### config.mk
export PLATFORM = sky130hd
export DESIGN_NAME = beep_tone_gen
export DESIGN_NICKNAME = d
export VERILOG_FILES = /design/src/rtl/beep_pkg.sv /design/src/rtl/beep_unit_timer.sv /design/src/rtl/beep_seq.sv /design/src/rtl/beep_square.sv /design/src/rtl/beep_tone_gen.sv
export SDC_FILE = /design/constraint.sdc
export NUM_CORES = 1
export LEC_CHECK = 0
export ABC_AREA = 1
export ABC_CLOCK_PERIOD_IN_PS = 3300
export BUFFER_PORTS_ARGS = -buffer_cell sky130_fd_sc_hd__buf_2
export CAP_MARGIN = 20
export CELL_PAD_IN_SITES_DETAIL_PLACEMENT = 0
export CELL_PAD_IN_SITES_GLOBAL_PLACEMENT = 2
export CORE_UTILIZATION = 37
export CTS_BUF_LIST = sky130_fd_sc_hd__clkbuf_2 sky130_fd_sc_hd__clkbuf_4 sky130_fd_sc_hd__clkbuf_8
export CTS_CLUSTER_SIZE = 12
export DETAILED_ROUTE_END_ITERATION = 7
export PLACE_DENSITY = 0.95
export SLEW_MARGIN = 10
export SYNTH_ARGS = -nofsm -noshare
export SYNTH_HDL_FRONTEND = slang
export SYNTH_SLANG_ARGS = --single-unit
### constraint.sdc
create_clock -name clk_i -period 3.3 [get_ports clk_i]
set_input_delay 0.165 -clock clk_i [delete_from_list [all_inputs] [get_ports clk_i]]
set_output_delay 0.165 -clock clk_i [all_outputs]
set_load 0.01 [all_outputs]
### src/rtl/beep_pkg.sv
package beep_pkg;

    typedef enum logic [1:0] {
        PH_IDLE = 2'd0,
        PH_ON   = 2'd1,
        PH_OFF  = 2'd2,
        PH_DONE = 2'd3
    } beep_phase_e;

    // Half period of the tone in sample ticks for a given select code.
    function automatic int unsigned half_ticks(input int unsigned base, input logic [1:0] sel);
        return base << sel;
    endfunction

endpackage

### src/rtl/beep_unit_timer.sv
module beep_unit_timer #(
    parameter int UNIT_TICKS = 384
) (
    input  logic clk_i,
    input  logic rst_ni,
    input  logic tick_i,
    input  logic run_i,
    output logic unit_end_o
);
    localparam int UNIT_W = $clog2(UNIT_TICKS + 1);
    localparam logic [UNIT_W-1:0] LAST = UNIT_W'(UNIT_TICKS - 1);

    typedef struct packed {
        logic [UNIT_W-1:0] cnt;
    } timer_t;

    timer_t st_d, st_q;

    always_comb begin
        st_d       = st_q;
        unit_end_o = 1'b0;
        if (!run_i) begin
            st_d.cnt = '0;
        end else if (tick_i) begin
            if (st_q.cnt == LAST) begin
                st_d.cnt   = '0;
                unit_end_o = 1'b1;
            end else begin
                st_d.cnt = st_q.cnt + 1'b1;
            end
        end
    end

    always_ff @(posedge clk_i or negedge rst_ni) begin
        if (!rst_ni) st_q <= '0;
        else         st_q <= st_d;
    end

    AST_UNIT_BOUND: assert property (@(posedge clk_i) disable iff (!rst_ni)
        st_q.cnt <= LAST);
    AST_UNIT_NO_TICK: assert property (@(posedge clk_i) disable iff (!rst_ni)
        (run_i && !tick_i) |=> $stable(st_q.cnt));

endmodule

### src/rtl/beep_seq.sv
module beep_seq
    import beep_pkg::*;
#(
    parameter int TIME_W = 8,
    parameter int RPT_W  = 4
) (
    input  logic              clk_i,
    input  logic              rst_ni,
    input  logic              enable_i,
    input  logic              unit_end_i,
    input  logic [TIME_W-1:0] on_code_i,
    input  logic [TIME_W-1:0] off_code_i,
    input  logic [RPT_W-1:0]  rpt_code_i,
    input  logic [1:0]        sel_i,
    output beep_phase_e       phase_o,
    output logic              active_o,
    output logic              on_entry_o,
    output logic [1:0]        sel_o
);
    typedef struct packed {
        beep_phase_e       phase;
        logic [TIME_W-1:0] intv;
        logic [RPT_W-1:0]  rpt;
        logic [TIME_W-1:0] on_lat;
        logic [TIME_W-1:0] off_lat;
        logic [RPT_W-1:0]  rpt_lat;
        logic [1:0]        sel_lat;
        logic              en;
    } seq_t;

    seq_t st_d, st_q;

    always_comb begin
        st_d       = st_q;
        on_entry_o = 1'b0;
        st_d.en    = enable_i;
        if (!enable_i) begin
            st_d.phase = PH_IDLE;
            st_d.intv  = '0;
            st_d.rpt   = '0;
        end else if (!st_q.en) begin
            st_d.phase   = PH_ON;
            st_d.intv    = '0;
            st_d.rpt     = '0;
            st_d.on_lat  = on_code_i;
            st_d.off_lat = off_code_i;
            st_d.rpt_lat = rpt_code_i;
            st_d.sel_lat = sel_i;
            on_entry_o   = 1'b1;
        end else begin
            unique case (st_q.phase)
                PH_ON: begin
                    if (unit_end_i) begin
                        if (st_q.intv == st_q.on_lat) begin
                            st_d.phase = PH_OFF;
                            st_d.intv  = '0;
                        end else begin
                            st_d.intv = st_q.intv + 1'b1;
                        end
                    end
                end
                PH_OFF: begin
                    if (unit_end_i) begin
                        if (st_q.intv == st_q.off_lat) begin
                            st_d.intv = '0;
                            if (st_q.rpt == st_q.rpt_lat) begin
                                st_d.phase = PH_DONE;
                            end else begin
                                st_d.rpt   = st_q.rpt + 1'b1;
                                st_d.phase = PH_ON;
                                on_entry_o = 1'b1;
                            end
                        end else begin
                            st_d.intv = st_q.intv + 1'b1;
                        end
                    end
                end
                default: ;
            endcase
        end
    end

    always_ff @(posedge clk_i or negedge rst_ni) begin
        if (!rst_ni) st_q <= '{phase: PH_IDLE, default: '0};
        else         st_q <= st_d;
    end

    assign phase_o  = st_q.phase;
    assign active_o = enable_i && st_q.en && (st_q.phase == PH_ON || st_q.phase == PH_OFF);
    assign sel_o    = st_q.sel_lat;

    AST_START_ON: assert property (@(posedge clk_i) disable iff (!rst_ni)
        (enable_i && !st_q.en) |=> (st_q.phase == PH_ON));
    AST_ABORT_IDLE: assert property (@(posedge clk_i) disable iff (!rst_ni)
        !enable_i |=> (st_q.phase == PH_IDLE));
    AST_ON_BOUND: assert property (@(posedge clk_i) disable iff (!rst_ni)
        (st_q.phase == PH_ON) |-> (st_q.intv <= st_q.on_lat));
    AST_OFF_BOUND: assert property (@(posedge clk_i) disable iff (!rst_ni)
        (st_q.phase == PH_OFF) |-> (st_q.intv <= st_q.off_lat));
    AST_RPT_BOUND: assert property (@(posedge clk_i) disable iff (!rst_ni)
        (st_q.phase != PH_IDLE) |-> (st_q.rpt <= st_q.rpt_lat));
    AST_DONE_STAYS: assert property (@(posedge clk_i) disable iff (!rst_ni)
        (st_q.phase == PH_DONE && enable_i) |=> (st_q.phase == PH_DONE));
    AST_LATCH_HELD: assert property (@(posedge clk_i) disable iff (!rst_ni)
        (enable_i && st_q.en) |=> $stable(st_q.on_lat) && $stable(st_q.sel_lat));

endmodule

### src/rtl/beep_square.sv
module beep_square #(
    parameter int HALF_BASE = 6
) (
    input  logic       clk_i,
    input  logic       rst_ni,
    input  logic       tick_i,
    input  logic       run_i,
    input  logic       restart_i,
    input  logic [1:0] sel_i,
    output logic       level_o
);
    localparam int HALF_MAX = HALF_BASE << 3;
    localparam int HALF_W   = $clog2(HALF_MAX + 1);

    typedef struct packed {
        logic [HALF_W-1:0] cnt;
        logic              lvl;
    } sq_t;

    sq_t               st_d, st_q;
    logic [HALF_W-1:0] half_m1;

    always_comb begin
        half_m1 = HALF_W'(beep_pkg::half_ticks(HALF_BASE, sel_i) - 1);
        st_d    = st_q;
        if (restart_i) begin
            st_d.cnt = '0;
            st_d.lvl = 1'b1;
        end else if (run_i && tick_i) begin
            if (st_q.cnt == half_m1) begin
                st_d.cnt = '0;
                st_d.lvl = ~st_q.lvl;
            end else begin
                st_d.cnt = st_q.cnt + 1'b1;
            end
        end
    end

    always_ff @(posedge clk_i or negedge rst_ni) begin
        if (!rst_ni) st_q <= '0;
        else         st_q <= st_d;
    end

    assign level_o = st_q.lvl;

    AST_ENTRY_HIGH: assert property (@(posedge clk_i) disable iff (!rst_ni)
        restart_i |=> st_q.lvl);
    AST_LVL_NO_TICK: assert property (@(posedge clk_i) disable iff (!rst_ni)
        (!restart_i && !tick_i) |=> $stable(st_q.lvl));
    AST_HALF_BOUND: assert property (@(posedge clk_i) disable iff (!rst_ni)
        run_i |-> (st_q.cnt <= half_m1));

endmodule

### src/rtl/beep_tone_gen.sv
module beep_tone_gen
    import beep_pkg::*;
#(
    parameter int UNIT_TICKS = 384,
    parameter int HALF_BASE  = 6,
    parameter int TIME_W     = 8,
    parameter int RPT_W      = 4,
    parameter int SAMP_W     = 16
) (
    input  logic              clk_i,
    input  logic              rst_ni,
    input  logic              tick_i,
    input  logic              enable_i,
    input  logic [TIME_W-1:0] on_code_i,
    input  logic [TIME_W-1:0] off_code_i,
    input  logic [RPT_W-1:0]  rpt_code_i,
    input  logic [1:0]        freq_sel_i,
    output logic              tone_bit_o,
    output logic [SAMP_W-1:0] tone_sample_o,
    output logic              busy_o
);
    localparam logic [SAMP_W-1:0] POS_FS = {1'b0, {(SAMP_W-1){1'b1}}};
    localparam logic [SAMP_W-1:0] NEG_FS = {1'b1, {(SAMP_W-2){1'b0}}, 1'b1};

    beep_phase_e phase;
    logic        active, on_entry, unit_end, level;
    logic [1:0]  sel_lat;

    beep_unit_timer #(.UNIT_TICKS(UNIT_TICKS)) u_timer (
        .clk_i      (clk_i),
        .rst_ni     (rst_ni),
        .tick_i     (tick_i),
        .run_i      (active),
        .unit_end_o (unit_end)
    );

    beep_seq #(.TIME_W(TIME_W), .RPT_W(RPT_W)) u_seq (
        .clk_i      (clk_i),
        .rst_ni     (rst_ni),
        .enable_i   (enable_i),
        .unit_end_i (unit_end),
        .on_code_i  (on_code_i),
        .off_code_i (off_code_i),
        .rpt_code_i (rpt_code_i),
        .sel_i      (freq_sel_i),
        .phase_o    (phase),
        .active_o   (active),
        .on_entry_o (on_entry),
        .sel_o      (sel_lat)
    );

    beep_square #(.HALF_BASE(HALF_BASE)) u_square (
        .clk_i     (clk_i),
        .rst_ni    (rst_ni),
        .tick_i    (tick_i),
        .run_i     (phase == PH_ON),
        .restart_i (on_entry),
        .sel_i     (sel_lat),
        .level_o   (level)
    );

    always_comb begin
        busy_o        = (phase == PH_ON) || (phase == PH_OFF);
        tone_bit_o    = (phase == PH_ON) && level;
        tone_sample_o = '0;
        if (phase == PH_ON) tone_sample_o = level ? POS_FS : NEG_FS;
    end

    AST_SILENT_IDLE: assert property (@(posedge clk_i) disable iff (!rst_ni)
        !busy_o |-> (tone_sample_o == '0) && !tone_bit_o);
    AST_BIT_MATCH: assert property (@(posedge clk_i) disable iff (!rst_ni)
        tone_bit_o |-> (tone_sample_o == POS_FS));

endmodule

==> flow_summary.html, run 1 <==
<table>
<tr><th>Metric</th><th>Value</th></tr>
<tr><th colspan="2">Floorplan</th></tr>
<tr><td>Count of standard-cell rows</td><td>32</td></tr>
<tr><td>Height of the die</td><td>93.3 um</td></tr>
<tr><td>Die X-Extent</td><td>93.3 um</td></tr>
<tr><td>Boundary Pins</td><td>44</td></tr>
<tr><td>Core ar.</td><td>7890 um2</td></tr>
<tr><td>Effective utilization at floorplan</td><td>0.391</td></tr>
<tr><td>Total Die Area</td><td>8700 um2</td></tr>
<tr><th colspan="2">Critical path</th></tr>
<tr><td>Critical Path Sink</td><td>u_square.st_q[6]</td></tr>
<tr><td>Worst path arrival time</td><td>2.20 ns</td></tr>
<tr><td>Crit end category</td><td>flip-flop</td></tr>
<tr><td>CP Class</td><td>flip-flop to flip-flop</td></tr>
<tr><td>Launch point of the worst path</td><td>u_seq.phase_o[0]</td></tr>
<tr><td>Reg2Reg Depth</td><td>12</td></tr>
<tr><td>Crit path required time</td><td>3.50 ns</td></tr>
<tr><td>Minimum setup slack among reg-to-reg paths</td><td>1.30 ns</td></tr>
<tr><td>Maximum fanout along the worst path</td><td>12</td></tr>
<tr><td>Beginning of the worst register-to-register path</td><td>u_seq.phase_o[0]</td></tr>
<tr><td>Launching element type of the critical path</td><td>flip-flop</td></tr>
<tr><td>Terminus of the critical flop-to-flop path</td><td>u_square.st_q[6]</td></tr>
<tr><th colspan="2">Finish</th></tr>
<tr><td>Signed area change from the synthesized netlist to the final layout</td><td>10.8%</td></tr>
<tr><td>Area used by sequential logic in the layout</td><td>1330 um2</td></tr>
<tr><td>Area of combinational cells with multiple inputs</td><td>1440 um2</td></tr>
<tr><td>Post-route non-filler standard cell count</td><td>525</td></tr>
<tr><td>N_diodes</td><td>0</td></tr>
<tr><td>Final nets</td><td>454</td></tr>
<tr><td>Fraction of layout cells with a size suffix above 1</td><td>0.177</td></tr>
<tr><td>Layout filler cell count</td><td>821</td></tr>
<tr><td>Area of all placed cells without fillers</td><td>3410 um2</td></tr>
<tr><th colspan="2">GRT</th></tr>
<tr><td>Remaining Overflow, GRT</td><td>0</td></tr>
<tr><td>Initial antenna violation count</td><td>0</td></tr>
<tr><td>Number of global-route vias before repair</td><td>2,288</td></tr>
<tr><td>Maximum number of pins on one net before global-route repair</td><td>37</td></tr>
<tr><td>Wire length of the first global-routing pass</td><td>10,800 um</td></tr>
<tr><td>Tot GR Track Use</td><td>0.158</td></tr>
<tr><th colspan="2">Placement</th></tr>
<tr><td>Setup slack after placement</td><td>1.31 ns</td></tr>
<tr><td>Detail Placement HPWL</td><td>4650 um</td></tr>
<tr><td>Input/output buffers</td><td>43</td></tr>
<tr><td>Area of placed instances</td><td>3290 um2</td></tr>
<tr><td>Placer congestion estimate</td><td>0.844</td></tr>
<tr><td>Number of placed instances, taps included</td><td>516</td></tr>
<tr><th colspan="2">CTS</th></tr>
<tr><td>Buffer depth of the longest clock path</td><td>2</td></tr>
<tr><td>Total clock buffers created by CTS</td><td>5</td></tr>
<tr><td>H-tree depth</td><td>2</td></tr>
<tr><td>Sinks on Clock Net</td><td>53</td></tr>
<tr><td>Clock latency reported for the late side of the worst-skew pair</td><td>0.31 ns</td></tr>
<tr><td># Post-CTS Setup Buffers</td><td>0</td></tr>
<tr><td>Clk slew on worst S/H paths</td><td>0.10 ns</td></tr>
<tr><td>Buffer type at the clock tree root</td><td>sky130_fd_sc_hd__clkbuf_8</td></tr>
<tr><td>Clock tree from TritonCTS</td><td>built</td></tr>
<tr><th colspan="2">Drt</th></tr>
<tr><td>Post-route DRC violation count</td><td>0</td></tr>
<tr><td>Vias after detailed routing</td><td>2,412</td></tr>
<tr><td>Mean number of vias per cell</td><td>4.59</td></tr>
<tr><td>Per-cell routed wire length</td><td>11.6 um</td></tr>
<tr><td>Detailed-route wire length</td><td>6110 um</td></tr>
<tr><td>Number of iterations in the first detailed-routing pass</td><td>4</td></tr>
<tr><td>Post-detailed-route count of antenna-violating nets</td><td>0</td></tr>
<tr><td>Initial detailed-routing violation count</td><td>97</td></tr>
<tr><th colspan="2">Logic synthesis</th></tr>
<tr><td>Distinct cells, synth</td><td>34</td></tr>
<tr><td>Per-instance average area after synthesis</td><td>7.88 um2</td></tr>
<tr><td>Number of flops mapped to enable cells by yosys</td><td>0</td></tr>
<tr><td>Mapped Area</td><td>3080 um2</td></tr>
<tr><td>Seq/Total Area, Yosys</td><td>0.430</td></tr>
<tr><td>Number of flip-flops and latches in the synthesized netlist</td><td>53</td></tr>
<tr><td>Dominant register cell in the synthesized netlist</td><td>sky130_fd_sc_hd__dfrtp_1</td></tr>
<tr><td>Post-synth net total</td><td>423</td></tr>
<tr><td>Async set-reset flop share out of synthesis</td><td>1.00</td></tr>
<tr><td>Synth warn</td><td>0</td></tr>
<tr><td>Post-synthesis instance total</td><td>391</td></tr>
<tr><th colspan="2">Run</th></tr>
<tr><td>Number of max-cap violations</td><td>0</td></tr>
<tr><th colspan="2">Status</th></tr>
<tr><td>Outcome</td><td>complete, no violations</td></tr>
<tr><th colspan="2">STA</th></tr>
<tr><td>Largest clock skew in the final design</td><td>0.00922 ns</td></tr>
<tr><td>Transition time of the tightest slew-check pin</td><td>0.848 ns</td></tr>
<tr><td>Final Cycle Share</td><td>0.605</td></tr>
<tr><td>Final Hold Violating Endpoints</td><td>0</td></tr>
<tr><td>Pins Over Slew Limit</td><td>0</td></tr>
<tr><td>Setup slack of the critical path after layout</td><td>1.30 ns</td></tr>
<tr><td>Remaining max-slew budget at the tightest pin</td><td>0.433</td></tr>
<tr><td>Final total negative setup slack</td><td>0 ns</td></tr>
<tr><td>Maximum frequency from static timing analysis</td><td>501 MHz</td></tr>
<tr><td>Setup repair after global routing missed its margin</td><td>false</td></tr>
<tr><td>Endpoints failing setup</td><td>0</td></tr>
<tr><td>Final Critical Period</td><td>2.00 ns</td></tr>
<tr><th colspan="2">Pwr</th></tr>
<tr><td>Power Density</td><td>405 nW/um2</td></tr>
<tr><td>Switch Pwr</td><td>0.000362 W</td></tr>
<tr><td>Pint</td><td>0.00102 W</td></tr>
<tr><td>Sw Share</td><td>0.262</td></tr>
<tr><td>Comb pwr share</td><td>0.144</td></tr>
<tr><td>Leakage power</td><td>1.72 nW</td></tr>
<tr><td>Peak VDD IR</td><td>0.205 mV</td></tr>
<tr><td>Sequential cell fraction of total power</td><td>0.526</td></tr>
<tr><td>Clock share of power</td><td>0.330</td></tr>
<tr><th colspan="2">Worst hold path</th></tr>
<tr><td>Hold path startpoint</td><td>enable_i</td></tr>
<tr><td>Worst Hold Class</td><td>input port to flip-flop</td></tr>
</table>
==> metrics by stage <==
stage	total power [W]	hold WS, ns	utilization
after detailed placement	0.000944	0.312	0.417
after global placement	0.000938	0.307	0.417
after global routing	0.00147	0.0547	0.433
final	0.00138	0.0616	0.433
after CTS	0.00141	0.0541	0.433
after floorplan	0.000885	-0.131	-
==> sequential cells by signal, summed over array words and instances, names as in the netlist <==
| signal | cells |
|---|---|
| u_seq.st_q | 33 |
| u_square.level_o | 1 |
| u_seq.sel_o | 2 |
| u_timer.st_q | 9 |
| u_seq.phase_o | 2 |
| u_square.st_q | 6 |
==> cells by family (layout without fill, tap and decap cells) <==
kind of cell | count (synthesis) | in the layout | share of synthesized area
xor gates and xnor gates | 23 | 23 | 0.0654
and+or+nand+nor | 196 | 196 | 0.269
buffers and inverters | 67 | 99 | 0.104
DFF | 53 | 53 | 0.430
AOI/OAI and AO/OA | 33 | 33 | 0.0601
adders and majority gates | 6 | 6 | 0.0244
muxes | 13 | 13 | 0.0471
==> what timing repair did <==
| action | in CTS | in global routing |
|---|---|---|
| resized for setup | 0 | 0 |
| endpoints found under the hold margin | 35 | 0 |
| endpoints found under the setup margin | 0 | 0 |
| hold buffers | 1 | 0 |
==> cells in the final DEF (no fill, tap or decap), types with 2 or more instances in the layout <==
cell / instances
sky130_fd_sc_hd__nand2_1: 110
sky130_fd_sc_hd__nand4_1: 8
sky130_fd_sc_hd__nand2_2: 3
sky130_fd_sc_hd__nor3_1: 3
sky130_fd_sc_hd__nor2_1: 44
sky130_fd_sc_hd__a31oi_1: 2
sky130_fd_sc_hd__o22ai_1: 2
sky130_fd_sc_hd__dfrtp_1: 53
sky130_fd_sc_hd__or2_2: 2
sky130_fd_sc_hd__a21oi_1: 17
sky130_fd_sc_hd__nand3b_1: 3
sky130_fd_sc_hd__nand3_1: 18
sky130_fd_sc_hd__ha_1: 6
sky130_fd_sc_hd__clkbuf_8: 5
sky130_fd_sc_hd__buf_2: 43
sky130_fd_sc_hd__nor2_4: 2
sky130_fd_sc_hd__xor2_1: 9
sky130_fd_sc_hd__inv_1: 44
sky130_fd_sc_hd__mux2_2: 12
sky130_fd_sc_hd__xnor2_1: 14
sky130_fd_sc_hd__o21ai_0: 7
sky130_fd_sc_hd__buf_4: 2
==> how the worst min path moves through the flow <==
stage / end / cells past startpoint
floorplan: u_seq.phase_o[0] / 0
global placement: u_seq.st_q[18] / 1
detailed placement: u_seq.st_q[17] / 1
CTS: u_seq.st_q[0] / 1
global route: u_seq.st_q[0] / 1
finish: u_seq.st_q[0] / 1
==> power groups by stage <==
stage | logic (W) | registers [W] | clock network (W)
after detailed placement | 0.000202 | 0.000741 | 0
final | 0.000198 | 0.000727 | 0.000456
after CTS | 0.000204 | 0.000728 | 0.000474
after global placement | 0.000198 | 0.000740 | 0
after global routing | 0.000233 | 0.000735 | 0.000499
after floorplan | 0.000153 | 0.000732 | 0
==> worst max-delay path, stage by stage (launching register included) <==
cell and delay, ns:
sky130_fd_sc_hd__dfrtp_1 0.37, sky130_fd_sc_hd__inv_1 0.06, sky130_fd_sc_hd__ha_1 0.34, sky130_fd_sc_hd__nor2_4 0.20, sky130_fd_sc_hd__nand2_2 0.08, sky130_fd_sc_hd__nor2_4 0.13
sky130_fd_sc_hd__inv_2 0.05, sky130_fd_sc_hd__nor2_2 0.12, sky130_fd_sc_hd__nand2_2 0.17, sky130_fd_sc_hd__nand2_1 0.12, sky130_fd_sc_hd__nor2_1 0.12, sky130_fd_sc_hd__nand2_1 0.08
sky130_fd_sc_hd__nand2_1 0.04
==> per-layer routing <==
metal	up-vias	part of all wire	global-route usage
li1	1283	-	-
met1	1100	0.52	0.231
met2	25	0.45	0.244
met3	4	0.024	0.0268
met4	0	0.0064	0.0346
met5	-	0	0
==> cell usage after synthesis (2+ instances only) <==
library cell / instances / area, um2
sky130_fd_sc_hd__xor2_1: 9 / 78.8
sky130_fd_sc_hd__or2_2: 2 / 12.5
sky130_fd_sc_hd__dfrtp_1: 53 / 1330
sky130_fd_sc_hd__mux2_2: 12 / 135
sky130_fd_sc_hd__nand3_1: 18 / 90.1
sky130_fd_sc_hd__nand2_1: 110 / 413
sky130_fd_sc_hd__nand3b_1: 3 / 22.5
sky130_fd_sc_hd__nor2_1: 44 / 165
sky130_fd_sc_hd__nor3_1: 3 / 15.0
sky130_fd_sc_hd__nor2_4: 2 / 22.5
sky130_fd_sc_hd__buf_4: 16 / 120
sky130_fd_sc_hd__o22ai_1: 2 / 12.5
sky130_fd_sc_hd__buf_1: 3 / 11.3
sky130_fd_sc_hd__nand2_2: 3 / 18.8
sky130_fd_sc_hd__xnor2_1: 14 / 123
sky130_fd_sc_hd__inv_1: 44 / 165
sky130_fd_sc_hd__nand4_1: 8 / 50.1
sky130_fd_sc_hd__o21ai_0: 7 / 35.0
sky130_fd_sc_hd__a21oi_1: 17 / 85.1
sky130_fd_sc_hd__a31oi_1: 2 / 12.5
sky130_fd_sc_hd__ha_1: 6 / 75.1
==> area by class of cell <==
cell class,instances,share of cell area
Clock buffer,6,0.0224
Clock inverter,2,0.0114
Inverter,45,0.0495
Multi-Input combinational cell,271,0.420
Sequential cell,53,0.389
Tap cell,102,0.0374
Timing Repair Buffer,46,0.0704
Power figures use the tool's default switching activity.
==> inputs of run 2 (changes only) <==
--- a/config.mk
+++ b/config.mk
@@ -6,16 +6,16 @@
 export NUM_CORES = 1
 export LEC_CHECK = 0
 export ABC_AREA = 1
-export ABC_CLOCK_PERIOD_IN_PS = 3300
+export ABC_CLOCK_PERIOD_IN_PS = 1650
 export BUFFER_PORTS_ARGS = -buffer_cell sky130_fd_sc_hd__buf_2
 export CAP_MARGIN = 20
 export CELL_PAD_IN_SITES_DETAIL_PLACEMENT = 0
 export CELL_PAD_IN_SITES_GLOBAL_PLACEMENT = 2
-export CORE_UTILIZATION = 37
+export CORE_UTILIZATION = 31
 export CTS_BUF_LIST = sky130_fd_sc_hd__clkbuf_2 sky130_fd_sc_hd__clkbuf_4 sky130_fd_sc_hd__clkbuf_8
 export CTS_CLUSTER_SIZE = 12
 export DETAILED_ROUTE_END_ITERATION = 7
-export PLACE_DENSITY = 0.95
+export PLACE_DENSITY = 0.88
 export SLEW_MARGIN = 10
 export SYNTH_ARGS = -nofsm -noshare
 export SYNTH_HDL_FRONTEND = slang
==> constraint.sdc (replaced) <==
create_clock -name clk_i -period 1.65 [get_ports clk_i]
set_input_delay 0.0825 -clock clk_i [delete_from_list [all_inputs] [get_ports clk_i]]
set_output_delay 0.0825 -clock clk_i [all_outputs]
set_load 0.01 [all_outputs]
==> flow_summary.html, run 2 (synthesized netlist as in run 1, its figures left out) <==
<table>
<tr><th>Metric</th><th>Value</th></tr>
<tr><th colspan="2">Status</th></tr>
<tr><td>Outcome</td><td>finished with violations</td></tr>
<tr><td>Violations in the final reports</td><td>setup timing</td></tr>
<tr><th colspan="2">STA</th></tr>
<tr><td>Endpoints failing setup</td><td>15 (+15)</td></tr>
<tr><td>Final Critical Period</td><td>1.69 ns (-0.306 ns)</td></tr>
<tr><td>Transition time of the tightest slew-check pin</td><td>0.508 ns (-0.340 ns)</td></tr>
<tr><td>Setup slack of the critical path after layout</td><td>-0.0400 ns (-1.34 ns)</td></tr>
<tr><td>Largest clock skew in the final design</td><td>0.0127 ns (+0.00349 ns)</td></tr>
<tr><td>Maximum frequency from static timing analysis</td><td>592 MHz (+18%)</td></tr>
<tr><td>Setup repair after global routing missed its margin</td><td>true</td></tr>
<tr><td>Pins Over Slew Limit</td><td>0 (unchanged)</td></tr>
<tr><td>Final-layout worst hold slack</td><td>0.00882 ns (-0.0528 ns)</td></tr>
<tr><td>Final total negative setup slack</td><td>-0.270 ns (-0.270 ns)</td></tr>
<tr><td>Final Hold Violating Endpoints</td><td>0 (unchanged)</td></tr>
<tr><td>Remaining max-slew budget at the tightest pin</td><td>0.661 (+0.228)</td></tr>
<tr><td>Final Cycle Share</td><td>1.02 (+0.419)</td></tr>
<tr><th colspan="2">CTS</th></tr>
<tr><td>H-tree depth</td><td>2 (unchanged)</td></tr>
<tr><td>Clock tree from TritonCTS</td><td>built</td></tr>
<tr><td>Clock latency reported for the late side of the worst-skew pair</td><td>0.31 ns (about the same)</td></tr>
<tr><td>Clk slew on worst S/H paths</td><td>0.09 ns (about the same)</td></tr>
<tr><td>Total clock buffers created by CTS</td><td>5 (unchanged)</td></tr>
<tr><td>Buffer type at the clock tree root</td><td>sky130_fd_sc_hd__clkbuf_8</td></tr>
<tr><td>Sinks on Clock Net</td><td>53 (unchanged)</td></tr>
<tr><td>Buffer depth of the longest clock path</td><td>2 (unchanged)</td></tr>
<tr><th colspan="2">Placement</th></tr>
<tr><td>Placer congestion estimate</td><td>0.790 (-6.4%)</td></tr>
<tr><td>Input/output buffers</td><td>43 (unchanged)</td></tr>
<tr><td>Setup slack after placement</td><td>-0.127 ns (-1.43 ns)</td></tr>
<tr><td>Detail Placement HPWL</td><td>5130 um (+10%)</td></tr>
<tr><th colspan="2">Drt</th></tr>
<tr><td>Per-cell routed wire length</td><td>11.5 um (-1.2%)</td></tr>
<tr><td>Vias after detailed routing</td><td>2,652 (+10%)</td></tr>
<tr><td>Post-route DRC violation count</td><td>0 (unchanged)</td></tr>
<tr><td>Post-detailed-route count of antenna-violating nets</td><td>0 (unchanged)</td></tr>
<tr><td>Number of iterations in the first detailed-routing pass</td><td>4 (unchanged)</td></tr>
<tr><td>Mean number of vias per cell</td><td>4.40 (-4.3%)</td></tr>
<tr><td>Initial detailed-routing violation count</td><td>101 (+4.1%)</td></tr>
<tr><td>Detailed-route wire length</td><td>6940 um (+13%)</td></tr>
<tr><th colspan="2">Critical path</th></tr>
<tr><td>Maximum fanout along the worst path</td><td>3 (-9)</td></tr>
<tr><td>CP Class</td><td>flip-flop to flip-flop</td></tr>
<tr><td>Worst path arrival time</td><td>1.89 ns (-0.31 ns)</td></tr>
<tr><td>Crit path required time</td><td>1.85 ns (-1.65 ns)</td></tr>
<tr><td>Launching element type of the critical path</td><td>flip-flop</td></tr>
<tr><td>Crit end category</td><td>flip-flop</td></tr>
<tr><th colspan="2">Finish</th></tr>
<tr><td>Fraction of layout cells with a size suffix above 1</td><td>0.294 (+0.116)</td></tr>
<tr><td>N_diodes</td><td>0 (unchanged)</td></tr>
<tr><td>Number of flip-flops in the largest register</td><td>33 (unchanged)</td></tr>
<tr><td>Commonest non-fill, non-tap cell in the layout</td><td>sky130_fd_sc_hd__nand2_1</td></tr>
<tr><td>Top register by number of flip-flops</td><td>u_seq.st_q</td></tr>
<tr><td>Share of the core filled with cells in the final layout</td><td>0.413 (-0.0194)</td></tr>
<tr><td>Signed area change from the synthesized netlist to the final layout</td><td>29.9%</td></tr>
<tr><td>Largest registers</td><td>u_seq.st_q x33, u_timer.st_q x9, u_square.st_q x6</td></tr>
<tr><td>Final nets</td><td>502 (+11%)</td></tr>
<tr><td>Layout filler cell count</td><td>998 (+22%)</td></tr>
<tr><td>Most frequent cells in the layout</td><td>sky130_fd_sc_hd__nand2_1 (103), sky130_fd_sc_hd__dfrtp_1 (53), sky130_fd_sc_hd__inv_1 (41), sky130_fd_sc_hd__nor2_1 (41), sky130_fd_sc_hd__buf_4 (37)</td></tr>
<tr><th colspan="2">Floorplan</th></tr>
<tr><td>Core ar.</td><td>9680 um2 (+23%)</td></tr>
<tr><td>Total Die Area</td><td>10,300 um2 (+19%)</td></tr>
<tr><td>Die X-Extent</td><td>102 um (+9.1%)</td></tr>
<tr><td>Count of standard-cell rows</td><td>36 (+13%)</td></tr>
<tr><td>Effective utilization at floorplan</td><td>0.318 (-0.0725)</td></tr>
<tr><td>Boundary Pins</td><td>44 (unchanged)</td></tr>
<tr><td>Height of the die</td><td>102 um (+9.1%)</td></tr>
<tr><th colspan="2">GRT</th></tr>
<tr><td>Maximum number of pins on one net before global-route repair</td><td>35 (-5.4%)</td></tr>
<tr><td>Remaining Overflow, GRT</td><td>0 (unchanged)</td></tr>
<tr><td>Tot GR Track Use</td><td>0.141 (-0.0167)</td></tr>
<tr><td>Initial antenna violation count</td><td>0 (unchanged)</td></tr>
<tr><td>Number of global-route vias before repair</td><td>2,405 (+5.1%)</td></tr>
<tr><td>Wire length of the first global-routing pass</td><td>11,300 um (+5.0%)</td></tr>
<tr><th colspan="2">Pwr</th></tr>
<tr><td>Leakage power</td><td>1.99 nW (+16%)</td></tr>
<tr><td>Peak VDD IR</td><td>0.322 mV (+57%)</td></tr>
<tr><td>Power Density</td><td>684 nW/um2 (+69%)</td></tr>
<tr><th colspan="2">Run</th></tr>
<tr><td>Number of max-cap violations</td><td>0 (unchanged)</td></tr>
<tr><th colspan="2">Worst hold path</th></tr>
<tr><td>Worst Hold Class</td><td>input port to flip-flop</td></tr>
</table>
==> run 2: cell count changes in the layout (fill, tap and decap cells not counted), sizes merged <==
cell         change
clkinvlp         +1
bufinv           -1
buf             +43
dlygate4sd3      +4
clkbuf           +1
clkinv           -1
==> run 2: stage by stage <==
stage	power, W	cells	area [um2]
after global placement	0.00192	584	3640
after global routing	0.00288	603	4000
after CTS	0.00273	599	3850
after detailed placement	0.00193	584	3640
after floorplan	0.00177	391	3100
final	0.00274	603	4000
==> run 2: critical path: stages (launching register included) <==
cell                      delay (ns)
sky130_fd_sc_hd__dfrtp_1        0.40
sky130_fd_sc_hd__ha_4           0.16
sky130_fd_sc_hd__nand3_2        0.11
sky130_fd_sc_hd__nor2_4         0.13
sky130_fd_sc_hd__nand2_2        0.07
sky130_fd_sc_hd__nor2_4         0.11
sky130_fd_sc_hd__o21ai_2        0.08
sky130_fd_sc_hd__nand2_2        0.10
sky130_fd_sc_hd__buf_4          0.12
sky130_fd_sc_hd__buf_6          0.07
sky130_fd_sc_hd__buf_4          0.10
sky130_fd_sc_hd__inv_2          0.03
sky130_fd_sc_hd__nand2_1        0.04
sky130_fd_sc_hd__nand2_1        0.05
==> run 2: cell type report <==
class,instances,area [um2],area share
inverters,45,171,0.0428
repair buffers,93,694,0.173
clock buffers,7,90.1,0.0225
well taps,133,166,0.0416
flip-flops and latches,53,1330,0.331
multi-input cells,271,1550,0.386
repair inverters,1,7.51,0.00188
==> run 2: metal layers <==
metal  routed length, um  track usage  share of wire
met5                   0            0              0
met4                 113       0.0401          0.016
met3                 214       0.0276          0.031
met2                3130        0.228           0.45
met1                3470        0.193           0.50
==> run 2: power by group <==
group | switching (W) | leakage (nW) | internal [W]
Clock | 0.000435 | 0.0477 | 0.000351
Combinational | 0.000247 | 1.27 | 0.000247
Sequential | 0.0000722 | 0.676 | 0.00139
==> run 2: timing repair <==
item                                   in CTS  in global routing
hold buffers                                5                  0
setup endpoints to repair                  31                 39
pin swaps                                   6                  7
buffers inserted                            3                  4
gates resized for setup                    15                 27
cloned                                      0                  1
endpoints found under the hold margin      23                  0
==> run 2: final timing paths <==
path	from	end	slack [ns]	cells past startpoint
max	u_timer.st_q[1]	u_seq.st_q[29]	-0.04	13
min	on_code_i[3]	u_seq.st_q[18]	0.009	2
max reg2reg	u_timer.st_q[1]	u_seq.st_q[29]	-0.04	13
min reg2reg	u_seq.st_q[5]	u_seq.st_q[5]	0.53	1
max in group asynchronous	rst_ni	u_timer.st_q[8]	0.81	3
min in group asynchronous	rst_ni	u_square.st_q[2]	0.27	2
==> inputs of run 3 (changes only) <==
--- a/config.mk
+++ b/config.mk
@@ -13,10 +13,10 @@
 export CELL_PAD_IN_SITES_GLOBAL_PLACEMENT = 2
 export CORE_UTILIZATION = 31
 export CTS_BUF_LIST = sky130_fd_sc_hd__clkbuf_2 sky130_fd_sc_hd__clkbuf_4 sky130_fd_sc_hd__clkbuf_8
-export CTS_CLUSTER_SIZE = 12
+export CTS_CLUSTER_SIZE = 40
 export DETAILED_ROUTE_END_ITERATION = 7
 export PLACE_DENSITY = 0.88
-export SLEW_MARGIN = 10
+export SLEW_MARGIN = 25
 export SYNTH_ARGS = -nofsm -noshare
 export SYNTH_HDL_FRONTEND = slang
 export SYNTH_SLANG_ARGS = --single-unit
==> constraint.sdc (replaced) <==
create_clock -name clk_i -period 1.65 [get_ports clk_i]
set_input_delay 0.33 -clock clk_i [delete_from_list [all_inputs] [get_ports clk_i]]
set_output_delay 0.33 -clock clk_i [all_outputs]
set_load 0.01 [all_outputs]
==> flow_summary.html, run 3 (synthesized netlist as in run 1, its figures left out) <==
<table>
<tr><th>Metric</th><th>Value</th></tr>
<tr><th colspan="2">STA</th></tr>
<tr><td>Final Cycle Share</td><td>1.06 (+0.0333)</td></tr>
<tr><td>Pins Over Slew Limit</td><td>0 (unchanged)</td></tr>
<tr><td>Maximum frequency from static timing analysis</td><td>573 MHz (-3.1%)</td></tr>
<tr><td>Setup slack of the critical path after layout</td><td>-0.0949 ns (-0.0549 ns)</td></tr>
<tr><td>Largest clock skew in the final design</td><td>0.00689 ns (-0.00581 ns)</td></tr>
<tr><td>Final Critical Period</td><td>1.74 ns (+0.0549 ns)</td></tr>
<tr><td>Final total negative setup slack</td><td>-0.994 ns (-0.725 ns)</td></tr>
<tr><td>Final Hold Violating Endpoints</td><td>0 (unchanged)</td></tr>
<tr><td>Endpoints failing setup</td><td>20 (+5)</td></tr>
<tr><td>Remaining max-slew budget at the tightest pin</td><td>0.633 (-0.0282)</td></tr>
<tr><td>Setup repair after global routing missed its margin</td><td>true</td></tr>
<tr><td>Transition time of the tightest slew-check pin</td><td>0.546 ns (+0.0373 ns)</td></tr>
<tr><th colspan="2">CTS</th></tr>
<tr><td>Sinks on Clock Net</td><td>53 (unchanged)</td></tr>
<tr><td>Clock latency reported for the late side of the worst-skew pair</td><td>0.31 ns (about the same)</td></tr>
<tr><td>Buffer type at the clock tree root</td><td>sky130_fd_sc_hd__clkbuf_8</td></tr>
<tr><td>Clk slew on worst S/H paths</td><td>0.10 ns (about the same)</td></tr>
<tr><td>H-tree depth</td><td>2 (unchanged)</td></tr>
<tr><td>Clock tree from TritonCTS</td><td>built</td></tr>
<tr><td>Post-CTS Hold Buffers</td><td>0 (-5)</td></tr>
<tr><td>Total clock buffers created by CTS</td><td>5 (unchanged)</td></tr>
<tr><td>Buffer depth of the longest clock path</td><td>2 (unchanged)</td></tr>
<tr><th colspan="2">GRT</th></tr>
<tr><td>Initial antenna violation count</td><td>0 (unchanged)</td></tr>
<tr><td>Tot GR Track Use</td><td>0.142 (+0.000379)</td></tr>
<tr><td>Maximum number of pins on one net before global-route repair</td><td>54 (+54%)</td></tr>
<tr><td>Remaining Overflow, GRT</td><td>0 (unchanged)</td></tr>
<tr><td>Wire length of the first global-routing pass</td><td>11,700 um (+3.2%)</td></tr>
<tr><td>Number of global-route vias before repair</td><td>2,570 (+6.9%)</td></tr>
<tr><th colspan="2">Drt</th></tr>
<tr><td>Number of iterations in the first detailed-routing pass</td><td>4 (unchanged)</td></tr>
<tr><td>Post-route DRC violation count</td><td>0 (unchanged)</td></tr>
<tr><td>Detailed-route wire length</td><td>6910 um (-0.39%)</td></tr>
<tr><td>Initial detailed-routing violation count</td><td>81 (-20%)</td></tr>
<tr><td>Vias after detailed routing</td><td>2,643 (-0.34%)</td></tr>
<tr><td>Post-detailed-route count of antenna-violating nets</td><td>0 (unchanged)</td></tr>
<tr><td>Per-cell routed wire length</td><td>11.4 um (-1.0%)</td></tr>
<tr><td>Mean number of vias per cell</td><td>4.35 (-1.0%)</td></tr>
<tr><th colspan="2">Critical path</th></tr>
<tr><td>Launching element type of the critical path</td><td>flip-flop</td></tr>
<tr><td>CP Class</td><td>flip-flop to output pin</td></tr>
<tr><td>Crit end category</td><td>output pin</td></tr>
<tr><td>Crit path required time</td><td>1.32 ns (-0.53 ns)</td></tr>
<tr><td>Worst path arrival time</td><td>1.41 ns (-0.48 ns)</td></tr>
<tr><td>Maximum fanout along the worst path</td><td>7 (+4)</td></tr>
<tr><th colspan="2">Finish</th></tr>
<tr><td>Commonest non-fill, non-tap cell in the layout</td><td>sky130_fd_sc_hd__nand2_1</td></tr>
<tr><td>Area used by sequential logic in the layout</td><td>1330 um2 (unchanged)</td></tr>
<tr><td>Final nets</td><td>505 (+0.60%)</td></tr>
<tr><td>Fraction of layout cells with a size suffix above 1</td><td>0.344 (+0.0503)</td></tr>
<tr><td>Post-route non-filler standard cell count</td><td>607 (+0.66%)</td></tr>
<tr><td>Number of flip-flops in the largest register</td><td>33 (unchanged)</td></tr>
<tr><td>Signed area change from the synthesized netlist to the final layout</td><td>30.4%</td></tr>
<tr><td>Share of the core filled with cells in the final layout</td><td>0.415 (+0.00155)</td></tr>
<tr><td>Area of all placed cells without fillers</td><td>4020 um2 (+0.38%)</td></tr>
<tr><td>Area of combinational cells with multiple inputs</td><td>1590 um2 (+2.9%)</td></tr>
<tr><td>Layout filler cell count</td><td>995 (-0.30%)</td></tr>
<tr><td>N_diodes</td><td>0 (unchanged)</td></tr>
<tr><td>Largest registers</td><td>u_seq.st_q x33, u_timer.st_q x9, u_square.st_q x6</td></tr>
<tr><td>Most frequent cells in the layout</td><td>sky130_fd_sc_hd__nand2_1 (98), sky130_fd_sc_hd__dfrtp_1 (53), sky130_fd_sc_hd__buf_4 (45)</td></tr>
<tr><td>Top register by number of flip-flops</td><td>u_seq.st_q</td></tr>
<tr><th colspan="2">Run</th></tr>
<tr><td>Number of max-cap violations</td><td>0 (unchanged)</td></tr>
<tr><th colspan="2">Floorplan</th></tr>
<tr><td>Die X-Extent</td><td>102 um (unchanged)</td></tr>
<tr><td>Total Die Area</td><td>10,300 um2 (unchanged)</td></tr>
<tr><td>Height of the die</td><td>102 um (unchanged)</td></tr>
<tr><td>Boundary Pins</td><td>44 (unchanged)</td></tr>
<tr><td>Core ar.</td><td>9680 um2 (unchanged)</td></tr>
<tr><td>Effective utilization at floorplan</td><td>0.318 (unchanged)</td></tr>
<tr><td>Count of standard-cell rows</td><td>36 (unchanged)</td></tr>
<tr><th colspan="2">Placement</th></tr>
<tr><td>Detail Placement HPWL</td><td>5050 um (-1.5%)</td></tr>
<tr><td>Number of placed instances, taps included</td><td>587 (+0.51%)</td></tr>
<tr><td>Area of placed instances</td><td>3650 um2 (+0.27%)</td></tr>
<tr><td>Placer congestion estimate</td><td>0.794 (+0.48%)</td></tr>
<tr><td>Input/output buffers</td><td>43 (unchanged)</td></tr>
<tr><th colspan="2">Pwr</th></tr>
<tr><td>Power Density</td><td>669 nW/um2 (-2.3%)</td></tr>
<tr><td>Leakage power</td><td>2.00 nW (+0.38%)</td></tr>
<tr><td>Peak VDD IR</td><td>0.363 mV (+13%)</td></tr>
<tr><th colspan="2">Status</th></tr>
<tr><td>Violations in the final reports</td><td>setup timing</td></tr>
<tr><td>Outcome</td><td>finished with violations</td></tr>
<tr><th colspan="2">Worst hold path</th></tr>
<tr><td>Worst Hold Class</td><td>input port to async pin</td></tr>
</table>
## run 3: worst max-delay path, stage by stage, from the launching register on
cell and delay (ns):
sky130_fd_sc_hd__dfrtp_1 0.40, sky130_fd_sc_hd__buf_4 0.15, sky130_fd_sc_hd__ha_4 0.17, sky130_fd_sc_hd__nand2_4 0.08, sky130_fd_sc_hd__clkinvlp_4 0.14, sky130_fd_sc_hd__buf_2 0.17
## run 3: worst paths after layout
| kind | startpoint | endpoint | slack (ns) | depth (start not counted) |
|---|---|---|---|---|
| max | u_seq.phase_o[0] | tone_sample_o[6] | -0.09 | 5 |
| min | rst_ni | u_square.st_q[2] | 0.001 | 2 |
| max reg2reg | u_seq.phase_o[0] | u_seq.phase_o[0] | -0.07 | 11 |
| min reg2reg | u_seq.st_q[13] | u_seq.st_q[13] | 0.54 | 1 |
| max in group asynchronous | rst_ni | u_seq.st_q[18] | 1.40 | 2 |
| min in group clk_i | rpt_code_i[0] | u_seq.st_q[3] | 0.25 | 2 |
## run 3: repair_timing
item	CTS	global route
resized for setup	29	28
setup endpoints to repair	36	41
cloned	1	0
pin swaps	14	14
buffers inserted	8	6
## run 3: area by class of cell
type                            count  area share
Multi-Input combinational cell    271       0.396
Inverter                           45      0.0420
Clock buffer                        6      0.0190
Timing Repair Buffer               96       0.167
Tap cell                          133      0.0414
Clock inverter                      2     0.00249
Timing Repair inverter              1     0.00187
Sequential cell                    53       0.330
## run 3: metrics by stage
stage / total power (W) / worst slack (ns) / hold slack [ns]
global placement: 0.00192 / -0.0411 / 0.352
floorplan: 0.00177 / 0.00554 / 0.0344
CTS: 0.00271 / -0.0866 / 0.00927
finish: 0.00269 / -0.0949 / 0.00140
global route: 0.00283 / -0.179 / 0.0338
detailed placement: 0.00193 / -0.105 / 0.350
## run 3: routing by layer
metal	track usage	wire [um]
met5	0	0
met4	0.0379	89
met3	0.0235	236
met2	0.236	3220
met1	0.191	3360
## run 3: where the power goes
part | internal, W | switching (W)
logic | 0.000235 | 0.000246
clock network | 0.000312 | 0.000434
registers | 0.00139 | 0.0000728
